--- config.mk ---
export PLATFORM = sky130hd
export DESIGN_NAME = scanBoundLocator
export DESIGN_NICKNAME = d
export VERILOG_FILES = /design/src/rtl/scanBoundPkg.sv /design/src/rtl/scanBoundCtrl.sv /design/src/rtl/scanBoundPath.sv /design/src/rtl/scanBoundLocator.sv
export SDC_FILE = /design/constraint.sdc
export NUM_CORES = 1
export LEC_CHECK = 0
export CORE_AREA = 2 2 67 69
export CTS_CLUSTER_DIAMETER = 30
export CTS_CLUSTER_SIZE = 24
export DETAILED_ROUTE_END_ITERATION = 10
export DIE_AREA = 0 0 69 71
export DONT_BUFFER_PORTS = 1
export PLACE_DENSITY = 0.63
export SLEW_MARGIN = 15
export SYNTH_ARGS = -nofsm -noshare
export SYNTH_HDL_FRONTEND = slang
export SYNTH_HIERARCHICAL = 1
export SYNTH_SLANG_ARGS = --single-unit
--- constraint.sdc ---
create_clock -name clk -period 2.6 [get_ports clk]
set_input_delay 0.52 -clock clk [delete_from_list [all_inputs] [get_ports clk]]
set_output_delay 0.52 -clock clk [all_outputs]
set_load 0.01 [all_outputs]
--- src/rtl/scanBoundPkg.sv ---
package scanBoundPkg;
  // Strobes from the sequencer to the comparison datapath.
  typedef struct packed {
    logic load;    // latch golden vector and fault type, clear working state
    logic step;    // one accepted bit for the current cell index
    logic finish;  // this step is the last cell: publish the results
  } dpStrobe_t;
endpackage

--- src/rtl/scanBoundCtrl.sv ---
module scanBoundCtrl
  import scanBoundPkg::*;
#(
  parameter int N = 7
) (
  input  logic                         clk,
  input  logic                         rstN,
  input  logic                         start,
  input  logic [$clog2(N+1)-1:0]       chainLen,
  input  logic                         scanValid,
  output dpStrobe_t                    strobe,
  output logic [$clog2(N)-1:0]         cellIdx,
  output logic                         done
);
  localparam int LENW = $clog2(N + 1);
  localparam int IDXW = $clog2(N);
  localparam logic [LENW-1:0] FULL_LEN = LENW'(N);

  typedef enum logic {IDLE, BUSY} ctrlState_t;

  ctrlState_t        state;
  logic [LENW-1:0]   lenEff;
  logic [IDXW-1:0]   count;
  logic [LENW-1:0]   startLen;
  logic              lastCell;

  // Out-of-range length falls back to the full chain.
  always_comb begin
    if (chainLen == '0 || chainLen > FULL_LEN) startLen = FULL_LEN;
    else                                       startLen = chainLen;
  end

  assign lastCell      = (LENW'(count) == lenEff - LENW'(1));
  assign strobe.load   = start;
  assign strobe.step   = (state == BUSY) && scanValid && !start;
  assign strobe.finish = strobe.step && lastCell;
  assign cellIdx       = count;

  always_ff @(posedge clk or negedge rstN) begin
    if (!rstN) begin
      state  <= IDLE;
      lenEff <= FULL_LEN;
      count  <= '0;
      done   <= 1'b0;
    end else begin
      done <= strobe.finish;
      if (start) begin
        state  <= BUSY;
        lenEff <= startLen;
        count  <= '0;
      end else if (strobe.step) begin
        if (lastCell) begin
          state <= IDLE;
          count <= '0;
        end else begin
          count <= count + IDXW'(1);
        end
      end
    end
  end

  // The running index never walks past the configured chain.
  assert_idx_in_chain_R8: assert property (@(posedge clk) disable iff (!rstN)
    (state == BUSY) |-> (LENW'(count) < lenEff));

  // Done is a single-cycle pulse.
  assert_done_single_R6: assert property (@(posedge clk) disable iff (!rstN)
    done |=> !done);

  // A finishing step returns the sequencer to idle unless restarted.
  assert_finish_to_idle_R6: assert property (@(posedge clk) disable iff (!rstN)
    (strobe.finish && !start) |=> (state == IDLE));

  // Idle cycles never consume a bit.
  assert_idle_no_step_R9: assert property (@(posedge clk) disable iff (!rstN)
    (state == IDLE) |-> !strobe.step);

  // A restart always rewinds to cell 0.
  assert_restart_rewind_R10: assert property (@(posedge clk) disable iff (!rstN)
    start |=> (count == '0 && state == BUSY));
endmodule

--- src/rtl/scanBoundPath.sv ---
module scanBoundPath
  import scanBoundPkg::*;
#(
  parameter int N = 7
) (
  input  logic                   clk,
  input  logic                   rstN,
  input  dpStrobe_t              strobe,
  input  logic [$clog2(N)-1:0]   cellIdx,
  input  logic [N-1:0]           golden,
  input  logic                   stuckHigh,
  input  logic                   scanBit,
  output logic [$clog2(N)-1:0]   upperIdx,
  output logic [$clog2(N)-1:0]   lowerIdx,
  output logic                   lowerFound,
  output logic                   noFault
);
  localparam int IDXW = $clog2(N);

  logic [N-1:0]    goldReg;
  logic            stuckReg;
  // Working state for the run in progress.
  logic            seenMiss;
  logic [IDXW-1:0] upWork;
  logic [IDXW-1:0] loWork;
  logic            loWorkValid;

  // Next-state values including the bit arriving now.
  logic            curGold;
  logic            isMiss;
  logic            isProof;
  logic            nSeen;
  logic [IDXW-1:0] nUp;
  logic [IDXW-1:0] nLo;
  logic            nLoValid;

  always_comb begin
    curGold  = goldReg[cellIdx];
    isMiss   = (scanBit != curGold);
    // A matching cell whose golden value differs from the stuck value shows
    // that the stuck cell is further toward scan-in.
    isProof  = !isMiss && (curGold != stuckReg);
    nSeen    = seenMiss | isMiss;
    nUp      = (!seenMiss && isMiss)  ? cellIdx : upWork;
    nLo      = (!seenMiss && isProof) ? cellIdx : loWork;
    nLoValid = loWorkValid | (!seenMiss && isProof);
  end

  always_ff @(posedge clk or negedge rstN) begin
    if (!rstN) begin
      goldReg     <= '0;
      stuckReg    <= 1'b0;
      seenMiss    <= 1'b0;
      upWork      <= '0;
      loWork      <= '0;
      loWorkValid <= 1'b0;
    end else if (strobe.load) begin
      goldReg     <= golden;
      stuckReg    <= stuckHigh;
      seenMiss    <= 1'b0;
      upWork      <= '0;
      loWork      <= '0;
      loWorkValid <= 1'b0;
    end else if (strobe.step) begin
      seenMiss    <= nSeen;
      upWork      <= nUp;
      loWork      <= nLo;
      loWorkValid <= nLoValid;
    end
  end

  // Published results move only on the finishing step.
  always_ff @(posedge clk or negedge rstN) begin
    if (!rstN) begin
      upperIdx   <= '0;
      lowerIdx   <= '0;
      lowerFound <= 1'b0;
      noFault    <= 1'b0;
    end else if (strobe.finish) begin
      noFault    <= !nSeen;
      upperIdx   <= nSeen ? nUp : '0;
      lowerIdx   <= (nSeen && nLoValid) ? nLo : '0;
      lowerFound <= nSeen && nLoValid;
    end
  end

  // Lower bound sits strictly below the upper bound.
  assert_lower_below_upper_R3: assert property (@(posedge clk) disable iff (!rstN)
    lowerFound |-> (lowerIdx < upperIdx));

  // Without a lower bound the index reads zero.
  assert_no_lower_zero_R4: assert property (@(posedge clk) disable iff (!rstN)
    !lowerFound |-> (lowerIdx == '0));

  // A clean chain reports no bounds.
  assert_clean_no_bounds_R5: assert property (@(posedge clk) disable iff (!rstN)
    noFault |-> (!lowerFound && upperIdx == '0));

  // Once a mismatch is recorded its index stays frozen for the run.
  assert_upper_frozen_R2: assert property (@(posedge clk) disable iff (!rstN)
    (seenMiss && strobe.step && !strobe.load) |=> $stable(upWork));

  // Results hold between finishing steps.
  assert_results_hold_R7: assert property (@(posedge clk) disable iff (!rstN)
    !strobe.finish |=> $stable({upperIdx, lowerIdx, lowerFound, noFault}));
endmodule

--- src/rtl/scanBoundLocator.sv ---
module scanBoundLocator
  import scanBoundPkg::*;
#(
  parameter int N = 7
) (
  input  logic                         clk,
  input  logic                         rstN,
  input  logic                         start,
  input  logic [$clog2(N+1)-1:0]       chainLen,
  input  logic                         stuckHigh,
  input  logic [N-1:0]                 golden,
  input  logic                         scanBit,
  input  logic                         scanValid,
  output logic [$clog2(N)-1:0]         upperIdx,
  output logic [$clog2(N)-1:0]         lowerIdx,
  output logic                         lowerFound,
  output logic                         noFault,
  output logic                         done
);
  localparam int IDXW = $clog2(N);

  dpStrobe_t       strobe;
  logic [IDXW-1:0] cellIdx;

  scanBoundCtrl #(.N(N)) i_ctrl (
    .clk       (clk),
    .rstN      (rstN),
    .start     (start),
    .chainLen  (chainLen),
    .scanValid (scanValid),
    .strobe    (strobe),
    .cellIdx   (cellIdx),
    .done      (done)
  );

  scanBoundPath #(.N(N)) i_path (
    .clk        (clk),
    .rstN       (rstN),
    .strobe     (strobe),
    .cellIdx    (cellIdx),
    .golden     (golden),
    .stuckHigh  (stuckHigh),
    .scanBit    (scanBit),
    .upperIdx   (upperIdx),
    .lowerIdx   (lowerIdx),
    .lowerFound (lowerFound),
    .noFault    (noFault)
  );

  // Results only appear together with the done pulse.
  assert_results_with_done_R7: assert property (@(posedge clk) disable iff (!rstN)
    !done |-> $stable({upperIdx, lowerIdx, lowerFound, noFault}));
endmodule

==> impl_results.rst, run 1 <==
.. list-table::
   :header-rows: 1

   * - Metric
     - Value
   * - Switching Power
     - 390.1 uW
   * - Total internal power
     - 887.8 uW
   * - Power share of the combinational group
     - 0.214
   * - Worst-Margin Slew
     - 488.1 ps
   * - Most common cell in the synthesized netlist
     - dfrtp_1
   * - Clk_lat worst skew
     - 270 ps
   * - Die height
     - 71 um
   * - Area of combinational cells with multiple inputs
     - around 750 um2
   * - Final total negative setup slack
     - 0 ps
   * - Maximum cell stage delay along the critical path
     - 530 ps
   * - Number of warnings reported in the yosys synthesis log
     - 6
   * - Synth Net Count
     - 166
   * - Power share of the sequential group
     - 0.513
   * - Unrepaired setup endpoints after global routing
     - no
   * - Post-CTS Setup Bufs
     - 0
   * - Final setup violation count
     - 0
   * - Diodes inserted
     - 0
   * - Clock skew
     - 7.204 ps
   * - Peak fanout along the critical path
     - 13
   * - Residual overflow from global routing
     - 0
   * - Asr flop ratio synth
     - 1.000
   * - Post-Synthesis Cell Area
     - 0.001614 mm2
   * - Met1 demand-to-capacity share in global routing
     - 0.1814
   * - Cells on worst reg2reg path
     - 7
   * - Met3 Track Usage GR
     - 0.04986
   * - Clock Path Buffers
     - 2
   * - Die extent in x
     - around 69 um
   * - Area share of the largest cell type after synthesis
     - 0.4496
   * - Initial cell density of the core
     - 0.3839
   * - Final Critical Period
     - 2331 ps
   * - Highest attainable clock frequency
     - 0.4290 GHz
   * - Initial antenna violation count
     - 0
   * - Clock buffers created by TritonCTS
     - 5
   * - Final net count
     - about 170
   * - IO buf count
     - 0
   * - Floorplan die area
     - about 0.0049 mm2
   * - Number of cells on the critical path
     - 7
   * - Fraction of the yosys area taken by sequential cells
     - 0.4984
   * - Family of cells with the greatest summed delay on the critical path
     - simple AND/OR/NAND/NOR gates
   * - Number of flops mapped to enable cells by yosys
     - 0
   * - Period utilization
     - 0.8965
   * - Gates resized, CTS repair
     - 0
   * - Overall power of the completed layout
     - 1278 uW
   * - Avg Vias per Cell
     - 5.305
   * - Clock sinks
     - 32
   * - I/O Pins
     - 25
   * - Wire length after detailed routing
     - ~3200 um
   * - CTS tree
     - built
   * - Final hold violation count
     - 0
   * - Worst setup EP type
     - register
   * - GR peak layer
     - met2
   * - Clk slew on worst S/H paths
     - 70 ps
   * - Residual DRC count
     - 0
   * - Switching part of the total power
     - 0.3052
   * - Worst reg2reg endpoint
     - i_path/lowerIdx[1]
   * - Synth Area per Inst
     - 10.91 um2
   * - Leakage Power
     - 0.0007516 uW
   * - P per Cell Area
     - about 730 mW/mm2
   * - Mean routed wirelength per cell
     - 15.86 um
   * - Met2 global-route usage
     - 0.2361
   * - Data arrival time of the critical path
     - 2480 ps
   * - Library cells used by synthesis
     - 35
   * - Cell type with the largest total area after synthesis
     - dfrtp_1
   * - Global-route wire length before repair
     - ~5600 um
   * - Most common library cells after synthesis
     - dfrtp_1, nor2_1, o21ai_0
   * - Worst slew slack as a fraction of its limit
     - 0.6735
   * - H-tree Lvls
     - 2
   * - Required time of the critical path
     - 2750 ps
   * - Number of hold buffers added after CTS
     - 1
   * - First-pass detailed-route iteration total
     - 4
   * - CP Cell Sequence
     - inv_1, ha_1, xnor3_1, and3_1, nand2b_1, a21boi_1, a22oi_2
   * - Cells after Synth
     - 148
   * - Final ANT Viol Nets
     - 0
   * - Flop-to-flop setup slack
     - 270 ps
   * - Iter 0 DRT Violations
     - 47
   * - Ys flop type
     - dfrtp_1
   * - Root Buffer Master
     - clkbuf_8
   * - Worst supply voltage drop on vdd
     - 0.0003588 V
   * - Routed via count
     - 1077
   * - Area taken by flip-flops and latches
     - 804.5 um2
   * - Outcome
     - completed
   * - Fraction of power consumed by the clock network
     - 0.273
   * - Pin count of the biggest net entering global routing
     - 31
   * - Startpoint of the worst-slack reg-to-reg timing path
     - i_ctrl/lenEff[0]
   * - CP Buf/Inv Count
     - 1
   * - Setup Crit Path Kind
     - register to register
   * - Launching instance or port of the critical path
     - i_ctrl/lenEff[0]
   * - Slowest stage cell, crit path
     - dfstp_2
   * - Share of layout cells above drive strength 1
     - 0.1854
   * - Weighted congestion reported at the end of routability-driven placement
     - 0.7250
   * - GRT Util Overall
     - 0.1455
   * - Max-capacitance violation count
     - 0
   * - FF+latch count, synth
     - 32
   * - Core footprint
     - 0.004204 mm2
   * - Count of pins over their slew limit
     - 0
   * - Number of global-route vias before repair
     - 1175
   * - Hold slack
     - between 60 and 70 ps
   * - Row count
     - 24
   * - Top post-synthesis cells by area
     - dfrtp_1, mux2_2, dfstp_2
   * - Placed wire-length estimate
     - 2167 um
   * - Synth-to-layout area growth
     - 8.915%
   * - Filler cells
     - between 400 and 500
   * - Crit path launch type
     - register
   * - Min-delay worst type
     - input port to asynchronous set/reset pin
==> worst register-to-register path: stages, from the launching register on <==
cell      delay (ps)
dfstp_2          530
inv_1             50
ha_1             190
xnor3_1          470
and3_1           470
nand2b_1         210
a21boi_1         220
a22oi_2           70
==> cells in the final DEF, fill, tap and decap left out, types with 4 or more instances in the layout <==
| cell type | netlist | layout |
|---|---|---|
| mux2_2 | 9 | 9 |
| o21ai_0 | 10 | 10 |
| nand4b_1 | 4 | 4 |
| dfrtp_1 | 29 | 29 |
| mux2i_1 | 4 | 4 |
| clkbuf_8 | 0 | 5 |
| nand2_1 | 8 | 8 |
| nand2b_1 | 9 | 9 |
| buf_4 | 2 | 4 |
| nand3b_1 | 4 | 4 |
| nor2_1 | 19 | 19 |
| inv_1 | 4 | 4 |
==> how the worst max path moves through the flow <==
stage | end | slack, ps
final | i_path/lowerIdx[1] | 270
after floorplan | i_path/lowerIdx[2] | 400
after detailed placement | i_path/lowerIdx[1] | 330
after global placement | i_path/lowerIdx[1] | 410
after global routing | i_path/lowerIdx[1] | 80
after CTS | i_path/lowerIdx[1] | 300
==> power groups by stage <==
stage	Combinational, uW	Clock (uW)	Sequential (uW)
global route	305	387	667
finish	274	349	655
CTS	273	360	657
floorplan	220	0	642
detailed placement	258	0	666
global placement	246	0	663
==> area by class of cell <==
class                           instances  area share
Clock buffer                            6     0.04128
Tap cell                               52     0.03701
Sequential cell                        32      0.4577
Clock inverter                          1    0.002847
Timing Repair Buffer                    5     0.02847
Multi-Input combinational cell        103      0.4242
Inverter                                4    0.008541
==> stage by stage <==
step	util	cells	worst slack (ps)	cell area [um2]
2_1_floorplan	-	148	400.7	1614
3_3_place_gp	0.3949	195	406.1	1660
3_5_place_dp	0.3949	195	328.1	1660
4_1_cts	0.4182	203	296.4	1758
5_1_grt	0.4182	203	77.55	1758
6_report	0.4182	203	269.1	1758
==> metal layers <==
layer	part of all wire	routed length [um]	up-vias
met5	0	0	-
met4	0.0071	23	0
met3	0.055	176	2
met2	0.47	1523	27
met1	0.46	1497	528
li1	-	-	520
==> registers in the layout, indices dropped and copies added (netlist names) <==
signal / flops
i_ctrl/cellIdx: 3
i_ctrl/done: 1
i_ctrl/lenEff: 3
i_ctrl/state: 1
i_path/goldReg: 7
i_path/loWork: 3
i_path/loWorkValid: 1
i_path/lowerFound: 1
i_path/lowerIdx: 3
i_path/noFault: 1
i_path/seenMiss: 1
i_path/stuckReg: 1
i_path/upWork: 3
i_path/upperIdx: 3
==> cell families (layout without fill, tap and decap cells) <==
family	count (synthesis)	in the layout	share of synthesized area
flip-flops	32	32	0.4985
adder cells (fa/ha/maj)	2	2	0.01550
multiplexers	18	18	0.1318
XOR/XNOR	5	5	0.03566
AND/OR/NAND/NOR	51	51	0.1643
buffers and inverters	13	16	0.03953
AO/OA/AOI/OAI	27	27	0.1147
Note: power is estimated with default switching activity, not from simulation.
==> run 2: changes to the inputs <==
Settings changed: CORE_AREA 2 2 67 69 to 2 2 64 72, DIE_AREA 0 0 69 71 to 0 0 66 74, PLACE_DENSITY 0.63 to 0.65, SKIP_CTS_REPAIR_TIMING set to 1.
Clock period 2.6 ns to 2 ns, I/O delays scaled along.
==> run 2 against run 1 <==
Effect of this change:
- the flow now finishes with violations (setup timing)
- global-route usage is 0.23 points higher
- register-to-register slack worse by 310 ps
- routed wire length is 0.19% higher
==> impl_results.rst, run 2 (synthesized netlist as in run 1, its figures left out) <==
.. list-table::
   :header-rows: 1

   * - Metric
     - Value
   * - Clk_lat worst skew
     - ~280 ps
   * - Die extent in x
     - ~66 um
   * - Leakage Power
     - 0.0008158 uW
   * - Worst slew slack as a fraction of its limit
     - 0.7514
   * - Most frequent standard cell in the layout excluding fill and tap cells
     - dfrtp_1
   * - Clock buffers created by TritonCTS
     - 5
   * - Area taken by flip-flops and latches
     - 805.8 um2
   * - Top register by number of flip-flops
     - i_path/goldReg
   * - Max-capacitance violation count
     - 0
   * - Iter 0 DRT Violations
     - 55
   * - Peak fanout along the critical path
     - 6
   * - Outcome
     - complete, but fails checks
   * - Global-route wire length before repair
     - 5471 um
   * - Setup Crit Path Kind
     - register to register
   * - Worst supply voltage drop on vdd
     - 0.0006036 V
   * - Highest attainable clock frequency
     - 0.4898 GHz
   * - Violated checks
     - setup timing
   * - Final ANT Viol Nets
     - 0
   * - Power share of the sequential group
     - 0.477
   * - Power share of the combinational group
     - 0.238
   * - P per Cell Area
     - 941.1 mW/mm2
   * - Unrepaired setup endpoints after global routing
     - yes
   * - Avg Vias per Cell
     - 5.321
   * - Placed wire-length estimate
     - 2297 um
   * - Crit path launch type
     - register
   * - Wire length after detailed routing
     - 3226 um
   * - Period utilization
     - 1.021
   * - Clock sinks
     - 32
   * - Capture point of the worst path
     - i_path/lowerIdx[0]
   * - Floorplan die area
     - 0.004884 mm2
   * - Filler cells
     - 405
   * - Clock skew
     - 6.374 ps
   * - Area of combinational cells with multiple inputs
     - 809.5 um2
   * - Switching Power
     - 548.7 uW
   * - CTS tree
     - built
   * - Share of layout cells above drive strength 1
     - 0.3043
   * - Total non-filler cell area in the finished layout
     - 0.001908 mm2
   * - Worst-Margin Slew
     - roughly 370 ps
   * - Fraction of power consumed by the clock network
     - 0.284
   * - Fraction of the core area covered by cells at the end of the flow
     - 0.4552
   * - Startpoint of the worst-slack reg-to-reg timing path
     - i_ctrl/cellIdx[0]
   * - Total internal power
     - around 1200 uW
   * - Flop-to-flop setup slack
     - -40 ps
   * - Worst reg2reg endpoint
     - i_path/lowerIdx[0]
   * - Flip-flop count of the largest register after layout
     - 7
   * - Routed via count
     - 1144
   * - Launching instance or port of the critical path
     - i_ctrl/cellIdx[0]
   * - I/O Pins
     - 25
   * - Post-placement cell area
     - 0.001755 mm2
   * - Clk slew on worst S/H paths
     - 70 ps
   * - Hold path start
     - start
   * - First-pass detailed-route iteration total
     - 4
   * - H-tree Lvls
     - 2
   * - Die height
     - 74 um
   * - Cells on worst reg2reg path
     - 6
   * - Row count
     - 25
   * - IO buf count
     - 0
   * - GRT Util Overall
     - 0.1478
   * - Root Buffer Master
     - clkbuf_8
   * - Worst setup EP type
     - register
   * - Residual overflow from global routing
     - 0
   * - Core footprint
     - around 0.0042 mm2
   * - Diodes inserted
     - 0
   * - Number of global-route vias before repair
     - between 1000 and 1500
   * - Data arrival time of the critical path
     - 2230 ps
   * - Final hold violation count
     - 0
   * - Final Critical Period
     - 2042 ps
   * - Count of pins over their slew limit
     - 0
   * - Pin count of the biggest net entering global routing
     - 33
   * - Final net count
     - 178
   * - Mean routed wirelength per cell
     - 15.00 um
   * - Most frequent cells in the layout
     - dfrtp_1, nor2_1, buf_4
   * - Synth-to-layout area growth
     - 18.22%
   * - Hold slack
     - about 170 ps
   * - Required time of the critical path
     - around 2200 ps
   * - Final setup violation count
     - 9
   * - Clock Path Buffers
     - 2
   * - Initial antenna violation count
     - 0
   * - Residual DRC count
     - 0
   * - Setup WS post-layout
     - -41.60 ps
   * - Initial cell density of the core
     - 0.3851
   * - Weighted congestion reported at the end of routability-driven placement
     - 0.7167
   * - Overall power of the completed layout
     - approximately 1800 uW
   * - Switching part of the total power
     - 0.3056
   * - Min-delay worst type
     - input port to register
## run 2: cell types whose count changed in the layout (fill, tap and decap cells not counted), moves of 3 or more
cell,previous run,this run
buf_4,4,11
mux2_1,3,0
mux2_4,1,4
o21ai_0,10,6
o21ai_1,0,4
## run 2: metrics by stage
| step | cells | setup WS [ps] | setup TNS (ps) |
|---|---|---|---|
| 2_1_floorplan | 148 | -67.88 | -477.4 |
| 3_3_place_gp | 204 | -6.521 | -17.15 |
| 3_5_place_dp | 204 | -80.04 | -439.9 |
| 4_1_cts | 212 | -97.74 | -657.5 |
| 5_1_grt | 215 | -107.7 | -985.9 |
| 6_report | 215 | -41.60 | -265.6 |
## run 2: area by class of cell
class | instances | share of cell area
Clock buffer | 6 | 0.04328
Multi-Input combinational cell | 103 | 0.4243
Sequential cell | 32 | 0.4223
Timing Repair Buffer | 14 | 0.06164
Inverter | 4 | 0.007869
Tap cell | 54 | 0.03541
Clock inverter | 2 | 0.005246
## run 2: worst min-delay path by stage
stage                          to  cells past startpoint  slack, ps
6_report         i_ctrl/lenEff[2]                      1        170
5_1_grt        i_path/loWorkValid                      1        160
4_1_cts        i_path/upperIdx[0]                      0       -200
3_5_place_dp      i_path/seenMiss                      0        110
3_3_place_gp      i_path/stuckReg                      0        110
2_1_floorplan   i_ctrl/cellIdx[0]                      0        100
## run 2: critical path: stages, from the launching register on
cell and delay (ps):
dfrtp_2 450, mux2_4 300, mux4_2 560, mux2i_2 190
buf_4 160, nand2b_1 130, a22oi_1 150
## run 2: layer usage
layer / wire length, um / track usage / vias to the layer above
met5: 0 / 0 / -
met4: 60 / 0.07029 / 0
met3: 186 / 0.04236 / 7
met2: 1622 / 0.2424 / 34
met1: 1357 / 0.1809 / 564
li1: - / - / 539
## run 2: power by group through the flow
stage | Combinational (uW) | Sequential [uW] | Clock [uW]
CTS | 392 | 860 | 523
global route | 470 | 875 | 549
finish | 428 | 857 | 511
detailed placement | 390 | 871 | 0
global placement | 375 | 866 | 0
floorplan | 321 | 835 | 0
